==> config.mk <==
export PLATFORM = sky130hd
export DESIGN_NAME = scwt_watchdog
export DESIGN_NICKNAME = d
export VERILOG_FILES = /design/src/rtl/scwt_pkg.sv /design/src/rtl/scwt_edge.sv /design/src/rtl/scwt_regs.sv /design/src/rtl/scwt_frame_ctr.sv /design/src/rtl/scwt_ctrl.sv /design/src/rtl/scwt_watchdog.sv
export SDC_FILE = /design/constraint.sdc
export NUM_CORES = 1
export LEC_CHECK = 0
export ABC_CLOCK_PERIOD_IN_PS = 6150
export BUFFER_PORTS_ARGS = -buffer_cell sky130_fd_sc_hd__buf_2
export CORE_MARGIN = 5
export CORE_UTILIZATION = 40
export CTS_BUF_LIST = sky130_fd_sc_hd__clkbuf_8 sky130_fd_sc_hd__clkbuf_16
export CTS_CLUSTER_SIZE = 24
export DETAILED_ROUTE_END_ITERATION = 10
export PLACE_DENSITY_LB_ADDON = 0.08
export SYNTH_ARGS = -nofsm -noshare
export SYNTH_HDL_FRONTEND = slang
export SYNTH_SLANG_ARGS = --single-unit
==> constraint.sdc <==
create_clock -name clk -period 6.15 [get_ports clk]
set_clock_uncertainty 0.15 [all_clocks]
set_input_delay 0 -clock clk [delete_from_list [all_inputs] [get_ports clk]]
set_output_delay 0 -clock clk [all_outputs]
set_load 0.05 [all_outputs]
==> src/rtl/scwt_pkg.sv <==
package scwt_pkg;
    localparam int unsigned FRAME_ETU = 12;

    typedef enum logic [1:0] {
        S_RUN    = 2'd0,
        S_FIRE   = 2'd1,
        S_RELOAD = 2'd2
    } scwt_state_t;

    localparam logic [1:0] A_ETU  = 2'd0;
    localparam logic [1:0] A_WAIT = 2'd1;
    localparam logic [1:0] A_CTRL = 2'd2;
    localparam logic [1:0] A_CMPA = 2'd3;
endpackage

==> src/rtl/scwt_edge.sv <==
module scwt_edge #(
    parameter int SYNC_N = 2
) (
    input  logic clk,
    input  logic rst_n,
    input  logic ce,
    input  logic io_line,
    output logic fall
);
    logic [SYNC_N-1:0] sync_q;
    logic              prev_q;
    logic              line_s;

    generate
        if (SYNC_N == 1) begin : g_one
            always_ff @(posedge clk or negedge rst_n) begin
                if (!rst_n) sync_q <= '1;
                else        sync_q <= io_line;
            end
        end else begin : g_chain
            always_ff @(posedge clk or negedge rst_n) begin
                if (!rst_n) sync_q <= '1;
                else        sync_q <= {sync_q[SYNC_N-2:0], io_line};
            end
        end
    endgenerate

    assign line_s = sync_q[SYNC_N-1];

    always_ff @(posedge clk or negedge rst_n) begin
        if (!rst_n)  prev_q <= 1'b1;
        else if (ce) prev_q <= line_s;
    end

    assign fall = ce & prev_q & ~line_s;

    // a detected fall is never repeated on the next cycle
    p_single_fall_r6: assert property (@(posedge clk) disable iff (!rst_n)
        fall |=> !fall);
endmodule

==> src/rtl/scwt_regs.sv <==
module scwt_regs #(
    parameter int CFG_W    = 16,
    parameter int ETU_RST  = 372,
    parameter int WAIT_RST = 9600,
    parameter int CMPA_RST = 186
) (
    input  logic             clk,
    input  logic             rst_n,
    input  logic             wr_en,
    input  logic [1:0]       wr_addr,
    input  logic [CFG_W-1:0] wr_data,
    output logic [CFG_W-1:0] etu_clks,
    output logic [CFG_W-1:0] wait_etu,
    output logic [CFG_W-1:0] cmp_pt,
    output logic             cfg_wr,
    output logic             sticky_clr,
    output logic             wave_clr
);
    import scwt_pkg::*;

    always_ff @(posedge clk or negedge rst_n) begin
        if (!rst_n) begin
            etu_clks <= CFG_W'(ETU_RST);
            wait_etu <= CFG_W'(WAIT_RST);
            cmp_pt   <= CFG_W'(CMPA_RST);
        end else if (wr_en) begin
            unique case (wr_addr)
                A_ETU:   etu_clks <= wr_data;
                A_WAIT:  wait_etu <= wr_data;
                A_CMPA:  cmp_pt   <= wr_data;
                default: ;
            endcase
        end
    end

    always_comb begin
        cfg_wr     = wr_en && (wr_addr != A_CTRL);
        sticky_clr = wr_en && (wr_addr == A_CTRL) && wr_data[0];
        wave_clr   = wr_en && (wr_addr == A_CTRL) && wr_data[1];
    end
endmodule

==> src/rtl/scwt_frame_ctr.sv <==
module scwt_frame_ctr #(
    parameter int CNT_W = 20
) (
    input  logic             clk,
    input  logic             rst_n,
    input  logic             ce,
    input  logic             restart,
    input  logic             hold,
    input  logic [CNT_W-1:0] last,
    input  logic [CNT_W-1:0] cmp_pt,
    input  logic             wave_clr,
    output logic             wrap,
    output logic             wave
);
    logic [CNT_W-1:0] cnt_q;
    logic             at_last;

    assign at_last = (cnt_q == last);
    assign wrap    = ce & ~restart & ~hold & at_last;

    always_ff @(posedge clk or negedge rst_n) begin
        if (!rst_n)                cnt_q <= '0;
        else if (restart || hold)  cnt_q <= '0;
        else if (ce)               cnt_q <= at_last ? '0 : cnt_q + CNT_W'(1);
    end

    always_ff @(posedge clk or negedge rst_n) begin
        if (!rst_n)                                    wave <= 1'b0;
        else if (wrap || restart || wave_clr)          wave <= 1'b0;
        else if (ce && !hold && (cnt_q == cmp_pt))     wave <= 1'b1;
    end

    // counter never passes the frame end
    p_cnt_bound_r2: assert property (@(posedge clk) disable iff (!rst_n)
        !restart |-> (cnt_q <= last));
    // restart leaves the counter at zero
    p_restart_zero_r8: assert property (@(posedge clk) disable iff (!rst_n)
        restart |=> (cnt_q == '0));
    // a frame wrap drops the waveform
    p_wrap_clears_wave_r9: assert property (@(posedge clk) disable iff (!rst_n)
        wrap |=> !wave);
endmodule

==> src/rtl/scwt_ctrl.sv <==
module scwt_ctrl #(
    parameter int CFG_W = 16
) (
    input  logic             clk,
    input  logic             rst_n,
    input  logic             restart,
    input  logic             wrap,
    input  logic [CFG_W-1:0] thr,
    input  logic             sticky_clr,
    output logic             hold,
    output logic             expire,
    output logic             sticky
);
    import scwt_pkg::*;

    scwt_state_t      state_q, state_d;
    logic [CFG_W-1:0] evt_q;
    logic [CFG_W-1:0] evt_inc;
    logic             hit;

    assign evt_inc = evt_q + CFG_W'(1);
    assign hit     = wrap && (evt_inc >= thr);

    always_ff @(posedge clk or negedge rst_n) begin
        if (!rst_n) state_q <= S_RUN;
        else        state_q <= state_d;
    end

    always_comb begin
        state_d = state_q;
        unique case (state_q)
            S_RUN:    if (!restart && hit) state_d = S_FIRE;
            S_FIRE:   state_d = restart ? S_RUN : S_RELOAD;
            S_RELOAD: state_d = S_RUN;
            default:  state_d = S_RUN;
        endcase
    end

    always_comb begin
        expire = (state_q == S_FIRE);
        hold   = (state_q != S_RUN);
    end

    always_ff @(posedge clk or negedge rst_n) begin
        if (!rst_n)                            evt_q <= '0;
        else if (restart || state_q != S_RUN)  evt_q <= '0;
        else if (wrap)                         evt_q <= hit ? '0 : evt_inc;
    end

    always_ff @(posedge clk or negedge rst_n) begin
        if (!rst_n)          sticky <= 1'b0;
        else if (expire)     sticky <= 1'b1;
        else if (sticky_clr) sticky <= 1'b0;
    end

    // frame events stay below the threshold while running
    p_evt_below_thr_r3: assert property (@(posedge clk) disable iff (!rst_n)
        (state_q == S_RUN) |-> (evt_q < thr));
    // expiry is a single-cycle pulse
    p_expire_pulse_r4: assert property (@(posedge clk) disable iff (!rst_n)
        expire |=> !expire);
    // expiry always lands in the sticky flag
    p_sticky_set_r10: assert property (@(posedge clk) disable iff (!rst_n)
        expire |=> sticky);
endmodule

==> src/rtl/scwt_watchdog.sv <==
module scwt_watchdog #(
    parameter int CFG_W    = 16,
    parameter int SYNC_N   = 2,
    parameter int ETU_RST  = 372,
    parameter int WAIT_RST = 9600,
    parameter int CMPA_RST = 186
) (
    input  logic             clk,
    input  logic             rst_n,
    input  logic             ce,
    input  logic             io_line,
    input  logic             wr_en,
    input  logic [1:0]       wr_addr,
    input  logic [CFG_W-1:0] wr_data,
    output logic             expire,
    output logic             expire_sticky,
    output logic             wave_out
);
    import scwt_pkg::*;

    localparam int CNT_W = CFG_W + 4;

    logic [CFG_W-1:0] etu_clks, wait_etu, cmp_pt;
    logic             cfg_wr, sticky_clr, wave_clr;
    logic             fall, restart, hold, wrap;
    logic [CFG_W-1:0] etu_eff, thr_raw, thr_eff;
    logic [CNT_W-1:0] frame_last;

    scwt_regs #(
        .CFG_W(CFG_W), .ETU_RST(ETU_RST), .WAIT_RST(WAIT_RST), .CMPA_RST(CMPA_RST)
    ) u_regs (
        .clk(clk), .rst_n(rst_n), .wr_en(wr_en), .wr_addr(wr_addr), .wr_data(wr_data),
        .etu_clks(etu_clks), .wait_etu(wait_etu), .cmp_pt(cmp_pt),
        .cfg_wr(cfg_wr), .sticky_clr(sticky_clr), .wave_clr(wave_clr)
    );

    always_comb begin
        etu_eff    = (etu_clks == '0) ? CFG_W'(1) : etu_clks;
        thr_raw    = wait_etu / CFG_W'(FRAME_ETU);
        thr_eff    = (thr_raw == '0) ? CFG_W'(1) : thr_raw;
        frame_last = CNT_W'(etu_eff) * CNT_W'(FRAME_ETU) - CNT_W'(1);
    end

    scwt_edge #(.SYNC_N(SYNC_N)) u_edge (
        .clk(clk), .rst_n(rst_n), .ce(ce), .io_line(io_line), .fall(fall)
    );

    assign restart = fall | cfg_wr;

    scwt_frame_ctr #(.CNT_W(CNT_W)) u_frame (
        .clk(clk), .rst_n(rst_n), .ce(ce), .restart(restart), .hold(hold),
        .last(frame_last), .cmp_pt(CNT_W'(cmp_pt)), .wave_clr(wave_clr),
        .wrap(wrap), .wave(wave_out)
    );

    scwt_ctrl #(.CFG_W(CFG_W)) u_ctrl (
        .clk(clk), .rst_n(rst_n), .restart(restart), .wrap(wrap), .thr(thr_eff),
        .sticky_clr(sticky_clr), .hold(hold), .expire(expire), .sticky(expire_sticky)
    );
endmodule

After elaboration in Yosys (flattened, before gate mapping)
Index checks and enable logic that the tools add are counted.
Word-level totals
  input port bits: 23
  logic and storage cells: 73
  flip-flop bits (word level): 91
  output and inout port bits: 3
Cells by class
  mux-type cells: 15
  bitwise gates (word level): 9
  order comparisons: 1
  equality and inequality tests: 8
  div/mod/pow operators: 1
  add/subtract/negate cells: 3
  multipliers: 1
  reduce and logical (&&, ||, !) cells: 25
Operators by type and width (count)
  two-way mux 16 bit: 5
  two-way mux 20 bit: 3
  logical NOT 16 bit: 2
  adder 20 x 1 -> 20 bit, second input constant: 1
  == test 20 x 16 -> 1 bit: 1
  == test 20 bit: 1
  subtractor 20 x 1 -> 20 bit, second input constant: 1
  multiplier 16 x 2 -> 18 bit, second input constant: 1
  adder 16 x 1 -> 16 bit, second input constant: 1
  divider 16 x 4 -> 16 bit, second input constant: 1
  >= comparator 16 bit: 1
  nonzero test 2 bit: 5
  logical AND 1 bit: 8
  AND reduction 2 bit: 3
  AND 1 bit: 5
  == test 2 x 1 -> 1 bit, second input constant: 2
  == test 2 bit, second input constant: 2
  logical NOT 2 bit: 2
  two-way mux 1 bit: 4
  two-way mux 2 bit: 2
  case mux 2 bit (2 select lines): 1
  logical OR 1 bit: 3
  NOT 1 bit: 3
  logical NOT 1 bit: 2
  other kinds (3): 3

Longest topological paths before layout
  depth in word-level cells: 11
  gate-level depth with buffers: 27
  mapped depth without buffers: 24

Hierarchy
Synthesis repeated with hierarchy kept, for this count alone.
Unflattened totals
  cells, all modules: 964
  area, all modules: 8469.4 um^2
Modules (own cells, without submodules)
  scwt_watchdog: times used 1, area each 3156.8 um^2, cells each 479, seq. area each 0.0 um^2
  scwt_regs: times used 1, area each 1851.8 um^2, cells each 106, seq. area each 1218.7 um^2
  scwt_frame_ctr: times used 1, area each 1830.5 um^2, cells each 200, seq. area each 525.5 um^2
  scwt_ctrl: times used 1, area each 1526.5 um^2, cells each 174, seq. area each 475.5 um^2
  scwt_edge: times used 1, area each 103.8 um^2, cells each 5, seq. area each 78.8 um^2

Worst setup path before layout
Ideal clock, no wire load.
  path kind: register -> register
  from: register u_regs.wait_etu[13]
  to: register u_ctrl.evt_q[2]
  clock period less this slack: 5.919 ns
  setup slack: 0.231 ns
  data required time: 5.936 ns
  arrival: 5.704 ns
  cell stages (with the launch flop): 26
  setup time: 0.064 ns
  path through: dfstp_2 > buf_2 > or3b_2 > a221oi_1 > a211oi_1 > nand3_1 > clkinv_1 > xnor2_1 > a211o_1 > a211o_1 > and3_1 > o311ai_2 > a21oi_1 > o311ai_1 > ha_1 > nand2b_1 > a21o_1 > a21o_1 > a21o_1 > a211oi_1 > o21ai_0 > a21oi_1 > and2_1 > o2111ai_1 > a21oi_1 > a21o_1
On the way
  word-level cells in the longest chain between the ends: 8
Ends and longest elaborated chain
  start: declaration: line scwt_regs.sv:13  | output logic [CFG_W-1:0] wait_etu,
  start signal: assignment: line scwt_regs.sv:24  | wait_etu <= CFG_W'(WAIT_RST);
  start signal: assignment: line scwt_regs.sv:29  | A_WAIT: wait_etu <= wr_data;
  divider 16 x 4 -> 16 bit *: line scwt_watchdog.sv:39  | thr_raw = wait_etu / CFG_W'(FRAME_ETU);
  logical NOT 16 bit: line scwt_watchdog.sv:40  | thr_eff = (thr_raw == '0) ? CFG_W'(1) : thr_raw;
  two-way mux 16 bit *: line scwt_watchdog.sv:40
  >= comparator 16 bit *: line scwt_ctrl.sv:22  | assign hit = wrap && (evt_inc >= thr);
  logical AND 1 bit *: line scwt_ctrl.sv:22
  two-way mux 16 bit * (2 in a row): line scwt_ctrl.sv:47  | else if (wrap) evt_q <= hit ? '0 : evt_inc;
  two-way mux 16 bit *: line scwt_ctrl.sv:46  | else if (restart || state_q != S_RUN) evt_q <= '0;
  end signal: assignment: line scwt_ctrl.sv:47
  end: declaration: line scwt_ctrl.sv:17  | logic [CFG_W-1:0] evt_q;
Mark *: on every way between the ends. The rest lies on a longest branch, timed or not. The select of a mux whose other input is x is not followed.
A chain may end at the register's enable or synchronous reset.

Worst setup path in the final report
  from: register u_regs.wait_etu[11]
  to: register u_ctrl.evt_q[5]
The elaborated chain is that of the path after synthesis.

==> reports/qor.yml <==
synth_xor_area_frac: 0.07481
critical_path.max_fanout: 10
drive_gt1_frac: 0.1615
nets: 986
maxCapViolations: 0
antenna_cells: 0
crit_type: "reg -> reg"
initial_utilization: 0.4050
dr_total_vias: 6827
worst_pin_slew_ns: 0.9551
synth_edf_count: 0
cts.clk_slew.worst_paths_ns: 0.07
overflow: 0
ys.warnings.count: 0
clock_path_buffers: 2
busiest_layer: "met2"
synth.net_count: 958
hpwl_mm: 16.16
dpl-instance-area_mm2: 0.007928
p_leak_nw: 3.767
placed_cells: 1121
utilization: 0.4552
use_met2: 0.3258
dr.pass1.iters: 4
use_met1: 0.2514
tns_ns: 0
cts_made_buffers: 9
synth_cell_types: 86
grt_usage: 0.1922
cts_max_level: 3
fin_hold_ws_ns: 0.02771
synth_top_family_by_area: "simple AND/OR/NAND/NOR gates"
fin_crit_sh: 0.9381
end_kind: "flip-flop"
max_freq_mhz: 173.3
layout_commonest_cell: "nor2_1"
clk-insertion-delay-late_ns: 0.35
powerDensity_mw_per_mm2: 304.9
crit_top_cell: "a21o_1"
die_x_um: 147.6
numPortBuffers: 25
pre_cts_ws_ns: -0.08399
synth-seq-cells: 89
final_cells: 1163
async_flop_share: 1.000
min_period_ns: 5.769
yosysSeqAreaShare: 0.2968
setup_slack_ns: 0.3806
slew_headroom: 0.3633
setup_viol: 0
synth_compound_area_frac: 0.2254
critPathBufInv: 3
total_power_mw: 2.596
fp-row-count: 50
arrival_ns: 5.91
place.gp.congestion: 0.9151
first_iter_violations: 324
first_global_vias: 6516
cts.sinks: 89
fin_area_mm2: 0.008514
slew_violations: 0
synth_fa_ha_area_frac: 0.06540
muxShareOfSynthArea: 0.05301
wl_per_cell_um: 18.22
grt_start_max_net_pins: 72
floorplan.core_area_mm2: 0.01871
hp-class: "in -> async"
synth-simple-area-share: 0.2353
drc: 0
grt_pass1_wl_mm: 33.82
antenna_found_initial: 0
met3_usage: 0.02820
io_pins: 26
root_buffer: "clkbuf_16"
die_h_um: 147.6
cts_tree: "built"
cp-start-kind: "flip-flop"
layout_common_cells: "nor2_1, dfrtp_1, nand2_1"
vias_per_cell: 5.870
crit_family: "compound AO/OA/AOI/OAI gates"
synth_ff_type: "dfrtp_1"
max_stage_delay_ns: 0.50
worstPathRequired_ns: 6.29
drt_wl_total_mm: 21.19
netlist_instances: 896
antenna_left: 0
area_growth_pct: 12.39
critPathSlowestCell: "dfrtp_1"
dieArea_mm2: 0.02179
outcome: "finished clean"
ir_worst_vdd_uv: 122.4
hold_viol_final: 0
postSynthAreaPerCell_um2: 8.455
netlist_area_mm2: 0.007576
worst reg2reg max path: stages (launching register included):
cell	delay [ns]
dfrtp_1	0.50
buf_4	0.23
and4_1	0.19
a211o_1	0.32
a211o_2	0.43
a311oi_1	0.32
nor3b_2	0.10
buf_4	0.16
and3_1	0.17
o21ai_0	0.20
a311o_1	0.23
o311ai_2	0.13
buf_4	0.18
o21bai_1	0.14
o311ai_1	0.10
ha_1	0.29
nand2b_1	0.14
a21o_1	0.17
a21o_1	0.16
a21o_1	0.17
a211oi_1	0.22
o21ai_0	0.14
a21oi_1	0.18
and2_1	0.19
o2111ai_4	0.18
a21oi_1	0.21
a21o_1	0.10
cell type report:
cell class / count / area [um2]
Multi-Input combinational cell: 714 / 5022
Inverter: 40 / 150.1
Fill cell: 1860 / 10190
Timing Repair Buffer: 70 / 520.5
Clock inverter: 7 / 53.80
Clock buffer: 9 / 225.2
Sequential cell: 89 / 2250
Tap cell: 234 / 292.8
cells in the mapped netlist (6+ instances only):
| library cell | number | area, um2 |
|---|---|---|
| nor3_1 | 22 | 110.1 |
| a221oi_1 | 6 | 52.55 |
| o21a_1 | 6 | 45.04 |
| xnor2_1 | 42 | 367.9 |
| a22o_1 | 9 | 78.83 |
| nand4_1 | 16 | 100.1 |
| dfstp_2 | 17 | 446.7 |
| ha_1 | 38 | 475.5 |
| clkbuf_1 | 36 | 135.1 |
| inv_1 | 39 | 146.4 |
| and3_1 | 22 | 137.6 |
| a31oi_1 | 10 | 62.56 |
| nor4_1 | 12 | 75.07 |
| nand2b_1 | 19 | 118.9 |
| a21oi_1 | 31 | 155.2 |
| a21o_1 | 23 | 172.7 |
| dfrtp_1 | 72 | 1802 |
| or3_1 | 11 | 68.82 |
| nor2b_1 | 6 | 37.54 |
| nand3_1 | 48 | 240.2 |
| nand2_1 | 68 | 255.2 |
| a211o_1 | 9 | 78.83 |
| buf_2 | 9 | 45.04 |
| a211oi_1 | 12 | 90.09 |
| and2_1 | 12 | 75.07 |
| mux2_2 | 33 | 371.6 |
| o21ai_0 | 53 | 265.3 |
| nor2_1 | 72 | 270.3 |
| xor2_1 | 20 | 175.2 |
| o211ai_1 | 9 | 67.56 |
path summary, 6_finish.rpt:
check	depth (start not counted)	from	slack (ns)	endpoint
max reg2reg	26	u_regs.wait_etu[11]$_DFFE_PN0P_	0.38	u_ctrl.evt_q[5]$_DFFE_PN0P_
min	2	rst_n	0.03	u_regs.wait_etu[10]$_DFFE_PN1P_
max in group asynchronous	3	rst_n	4.66	u_regs.wait_etu[15]$_DFFE_PN0P_
min in group clk	5	wr_addr[1]	0.05	u_regs.etu_clks[2]$_DFFE_PN1P_
min reg2reg	0	u_edge.sync_q[0]$_DFF_PN1_	0.21	u_edge.sync_q[1]$_DFF_PN1_
max	26	u_regs.wait_etu[11]$_DFFE_PN0P_	0.38	u_ctrl.evt_q[5]$_DFFE_PN0P_
where the power goes:
| part | switching [mW] | internal, mW | leakage [nW] |
|---|---|---|---|
| Clock | 0.257 | 0.279 | 0.140 |
| Combinational | 0.755 | 0.564 | 2.51 |
| Sequential | 0.0844 | 0.658 | 1.12 |
| Total | 1.10 | 1.50 | 3.77 |
repair_timing:
item	4_1_cts	5_1_grt
setup endpoints to repair	8	14
hold buffers	22	0
buffers inserted	0	4
resized for setup	1	11
pin swaps	0	1
hold endpoints to repair	69	0
state kept, by name, summed over array words and instances (netlist names):
name,count
u_frame.cnt_q,20
u_ctrl.evt_q,16
u_regs.cmp_pt,16
u_regs.etu_clks,16
u_regs.wait_etu,14
u_ctrl.state_q,2
u_edge.sync_q,2
u_ctrl.sticky,1
u_edge.prev_q,1
u_frame.wave,1
routing by layer:
metal / vias up / wire, um
met1: 3339 / 9781
met3: 29 / 621
met2: 106 / 10290
li1: 3353 / -
met5: - / 0
met4: 0 / 498
logic make-up after synthesis:
kind of cell             count (synthesis)
AND/OR/NAND/NOR                        341
adder cells (fa/ha/maj)                 39
AO/OA/AOI/OAI                          235
flip-flops                              89
buffers and inverters                   93
multiplexers                            36
XOR/XNOR                                63
(Power assumes the default switching activity.)
